<file path="config.mk">
export PLATFORM = sky130hd
export DESIGN_NAME = muldiv_unit
export DESIGN_NICKNAME = d
export VERILOG_FILES = /design/src/rtl/muldiv_unit.sv
export SDC_FILE = /design/constraint.sdc
export NUM_CORES = 1
export LEC_CHECK = 0
export ABC_AREA = 1
export BUFFER_PORTS_ARGS = -buffer_cell sky130_fd_sc_hd__buf_2
export CORE_ASPECT_RATIO = 2
export CORE_MARGIN = 8
export CORE_UTILIZATION = 45
export CTS_CLUSTER_DIAMETER = 40
export DETAILED_ROUTE_END_ITERATION = 16
export PLACE_DENSITY_LB_ADDON = 0.25
export SYNTH_ARGS = -nofsm -noshare
export SYNTH_HDL_FRONTEND = slang
export SYNTH_SLANG_ARGS = --single-unit
</file>
<file path="constraint.sdc">
create_clock -name clk -period 2.2 [get_ports clk]
set_input_delay 0.22 -clock clk [delete_from_list [all_inputs] [get_ports clk]]
set_output_delay 0.22 -clock clk [all_outputs]
set_load 0.1 [all_outputs]
</file>
<file path="src/rtl/muldiv_unit.sv">
module muldiv_unit #(
  parameter int AW = 4
) (
  input  logic          clk,
  input  logic          rst_n,
  input  logic          wr_en,
  input  logic [AW-1:0] addr,
  input  logic [7:0]    wdata,
  output logic [7:0]    rdata,
  output logic          busy
);
  localparam int MUL_STEPS = 8;
  localparam int DIV_STEPS = 16;
  localparam int CW = $clog2(DIV_STEPS + 1);
  localparam logic [AW-1:0] A_FA = 0, A_FB = 1, A_DL = 2, A_DH = 3, A_DV = 4;
  localparam logic [AW-1:0] A_QL = 5, A_QH = 6, A_RL = 7, A_RH = 8;

  logic [7:0]    fa_r, dl_r, dh_r, dv_r, mplier_r;
  logic [15:0]   mcand_r, quot_r, res_r;
  logic [CW-1:0] cnt_r;
  logic          is_mul_r;

  logic start_mul, start_div;
  assign start_mul = wr_en && addr == A_FB;
  assign start_div = wr_en && addr == A_DV;
  assign busy = cnt_r != '0;

  logic [16:0] trial, diff;
  assign trial = {res_r, quot_r[15]};
  assign diff  = trial - {9'd0, dv_r};

  always_ff @(posedge clk or negedge rst_n) begin
    if (!rst_n) begin
      fa_r <= '0; dl_r <= '0; dh_r <= '0; dv_r <= '0;
      mplier_r <= '0; mcand_r <= '0; quot_r <= '0; res_r <= '0;
      cnt_r <= '0; is_mul_r <= 1'b0;
    end else begin
      if (wr_en && addr == A_FA) fa_r <= wdata;
      if (wr_en && addr == A_DL) dl_r <= wdata;
      if (wr_en && addr == A_DH) dh_r <= wdata;
      if (start_mul) begin
        mcand_r  <= {8'd0, fa_r};
        mplier_r <= wdata;
        res_r    <= '0;
        cnt_r    <= CW'(MUL_STEPS);
        is_mul_r <= 1'b1;
      end else if (start_div) begin
        dv_r     <= wdata;
        quot_r   <= {dh_r, dl_r};
        res_r    <= '0;
        cnt_r    <= CW'(DIV_STEPS);
        is_mul_r <= 1'b0;
      end else if (busy) begin
        cnt_r <= cnt_r - 1'b1;
        if (is_mul_r) begin
          if (mplier_r[0]) res_r <= res_r + mcand_r;
          mcand_r  <= mcand_r << 1;
          mplier_r <= mplier_r >> 1;
        end else if (!diff[16]) begin
          res_r  <= diff[15:0];
          quot_r <= {quot_r[14:0], 1'b1};
        end else begin
          res_r  <= trial[15:0];
          quot_r <= {quot_r[14:0], 1'b0};
        end
      end
    end
  end

  always_comb begin
    case (addr)
      A_QL:    rdata = quot_r[7:0];
      A_QH:    rdata = quot_r[15:8];
      A_RL:    rdata = res_r[7:0];
      A_RH:    rdata = res_r[15:8];
      default: rdata = 8'd0;
    endcase
  end
endmodule


</file>
==> results.cfg <==
[outcome]
status = finished, final reports clean

[cells_and_area]
n_antenna_cell = 0
area_growth_pct = 17.8
fin_area_um2 = 7030
fillers = 1278
drive_above_1_share = 0.115
layout_commonest_cell = nand2_1
instances_no_fill = 1046
mostFrequentLayoutCells = nand2_1, inv_1, dfrtp_1, o21ai_0, nand3_1
fin_nets = 932

[worst_hold_path]
hp-class = in2reg

[setup_path]
max_stage_delay_ps = 790
arrival_ps = 1870
cp_cell_sequence = buf_2 -> inv_1 -> nor3_1 -> a221o_1 -> buf_12
cpLargestDelayFamily = simple AND/OR/NAND/NOR gates
crit_path_end_kind = output pin
start_kind = input port
critPathKind = in2out
cp_num_buf_inv = 3
crit_path_top_delay_cell = nor3_1
critPathMaxFanout = 8
cp_data_required_time_ps = 1980

[power]
p_leak_nw = 3.64
powerDensity_nw_per_um2 = 1600
vdd_drop_max_mv = 0.758

[timing]
tightest_slew_ps = 966
fmax_ghz = 0.479
maxSlewViolCount = 0
min_period_ps = 2090
post-route-period-util = 0.950
fin_skew_ps = 10.7
hold_viol = 0
slew_headroom = 0.351
setup_violations = 0

[job]
cap_violations = 0

[clocking]
cts_setup_buffers = 0
path_clk_slew_ps = 70
cts_buffers = 9
cts.root.buffer_cell = clkbuf_16
clock_latency_ps = 340
htree_levels = 3
tritoncts = done
clock_path_buffers = 2
clock-sinks = 94

[detailed_routing]
wl_met1_mm = 6.21
wirelength_mm = 17.9
met2WireLength_mm = 9.85
wl_met3_um = 481
drtAntennaViolNets = 0
drt_iter0_drc = 308
post_drt_via_cell_ratio = 5.43
post_drt_wl_per_cell_um = 17.1
first_pass_iters = 5
vias = 5681
dr.max_layer_used = met4
remaining_drc_errors = 0

[yosys]
synth_area_um2 = 5970
syn_area_per_cell_um2 = 7.10
yosysUniqueCellTypes = 39
async_flop_share = 1.00
ys.flop_type = dfrtp_1
synth_edf_count = 0
synth_cells = 841
ys_seq_area_frac = 0.394
ys.warnings.count = 0
syn_nets = 883
synth-seq-cells = 94

[global_routing]
grt_overflow = 0
grt_pass1_wl_mm = 28.4
grt_max_degree = 48
grt_pass1_vias = 5585
antenna_found_initial = 0
grt_usage = 0.206

[placed_design]
place_congestion = 0.972
dp.cells = 1029
placed_cell_area_um2 = 6580
port_buffers = 23
hpwl_mm = 14.0

[floorplanning]
initial_core_util = 0.459
rows = 59
die_w_um = 97.4
fp.coreArea_um2 = 13000
dieHeight_um = 179
dieArea_um2 = 17400
pin_count = 24
flip-flops by register name, summed over array words and instances, names as in the netlist, 8 cells and up:
signal    count
fa_r          8
dl_r          8
mcand_r      16
mplier_r      8
res_r        16
dh_r          8
quot_r       16
dv_r          8
tightest hold or removal path, cell delays in order:
cell and delay [ps]:
buf_2 100, nand2_1 50, o21ai_0 60
through the flow:
step / utilization / setup TNS (ps) / power (W) / worst slack (ps) / hold WS, ps
2_1_floorplan: - / 0 / 0.00728 / 113 / -75.6
3_3_place_gp: 0.507 / 0 / 0.00919 / 131 / 156
3_5_place_dp: 0.507 / 0 / 0.00928 / 36.1 / 155
4_1_cts: 0.533 / 0 / 0.0111 / 17.2 / 122
5_1_grt: 0.541 / -6.13 / 0.0123 / -5.77 / 140
6_report: 0.541 / 0 / 0.0113 / 110 / 121
routing by layer:
metal	vias up	global-route usage
met4	0	0.158
li1	2816	-
met5	-	0
met2	155	0.399
met1	2640	0.193
met3	70	0.0208
cells in the mapped netlist, types with 2 or more instances:
library cell | instances | area (µm²)
fa_1 | 2 | 40.0
o21ai_0 | 72 | 360
buf_2 | 5 | 25.0
inv_1 | 113 | 424
a21oi_1 | 20 | 100
nand3_1 | 66 | 330
nand4_1 | 4 | 25.0
nor2_1 | 59 | 221
a31oi_1 | 14 | 87.6
buf_4 | 4 | 30.0
ha_1 | 25 | 313
dfrtp_1 | 94 | 2350
nor3_1 | 6 | 30.0
xnor2_1 | 6 | 52.6
xor2_1 | 7 | 61.3
a221o_1 | 8 | 80.1
buf_6 | 2 | 22.5
o211ai_1 | 16 | 120
nand2_1 | 275 | 1030
clkbuf_1 | 13 | 48.8
inv_2 | 2 | 7.51
o22ai_1 | 10 | 62.6
nor2_2 | 2 | 12.5
kinds of logic (layout without fill, tap and decap cells):
group / Yosys count / count (layout) / synth area share
AND/OR/NAND/NOR: 417 / 417 / 0.284
adder cells (fa/ha/maj): 27 / 27 / 0.0591
flip-flops: 94 / 94 / 0.394
AO/OA/AOI/OAI: 148 / 148 / 0.148
XOR/XNOR: 13 / 13 / 0.0191
buffers and inverters: 142 / 195 / 0.0956
repair_timing:
| action | CTS | global route |
|---|---|---|
| gates resized for setup | 0 | 24 |
| setup endpoints to repair | 0 | 17 |
| endpoints found under the hold margin | 24 | 0 |
| hold buffers | 1 | 0 |
final timing paths:
kind / to / cells past startpoint / start / slack (ps)
max in group asynchronous: res_r[12] / 3 / rst_n / 1250
min reg2reg: dl_r[5] / 2 / dl_r[5] / 490
min in group asynchronous: mplier_r[1] / 2 / rst_n / 320
max: rdata[1] / 5 / addr[0] / 110
max reg2reg: res_r[8] / 12 / res_r[3] / 140
min: mplier_r[7] / 3 / wdata[7] / 120
power by group:
part | internal [W] | switching (W) | total [W]
Sequential | 0.00238 | 0.000582 | 0.00296
Clock | 0.00104 | 0.000700 | 0.00174
Combinational | 0.00248 | 0.00409 | 0.00658
Total | 0.00590 | 0.00538 | 0.0113
layout make-up:
cell class	count	area, µm²	share of cell area
Clock buffer	10	239	0.0340
Inverter	116	440	0.0627
Tap cell	152	190	0.0271
Sequential cell	94	2350	0.335
Timing Repair Buffer	64	602	0.0856
Clock inverter	5	88.8	0.0126
Multi-Input combinational cell	605	3110	0.443
Power figures use the tool's default switching activity.
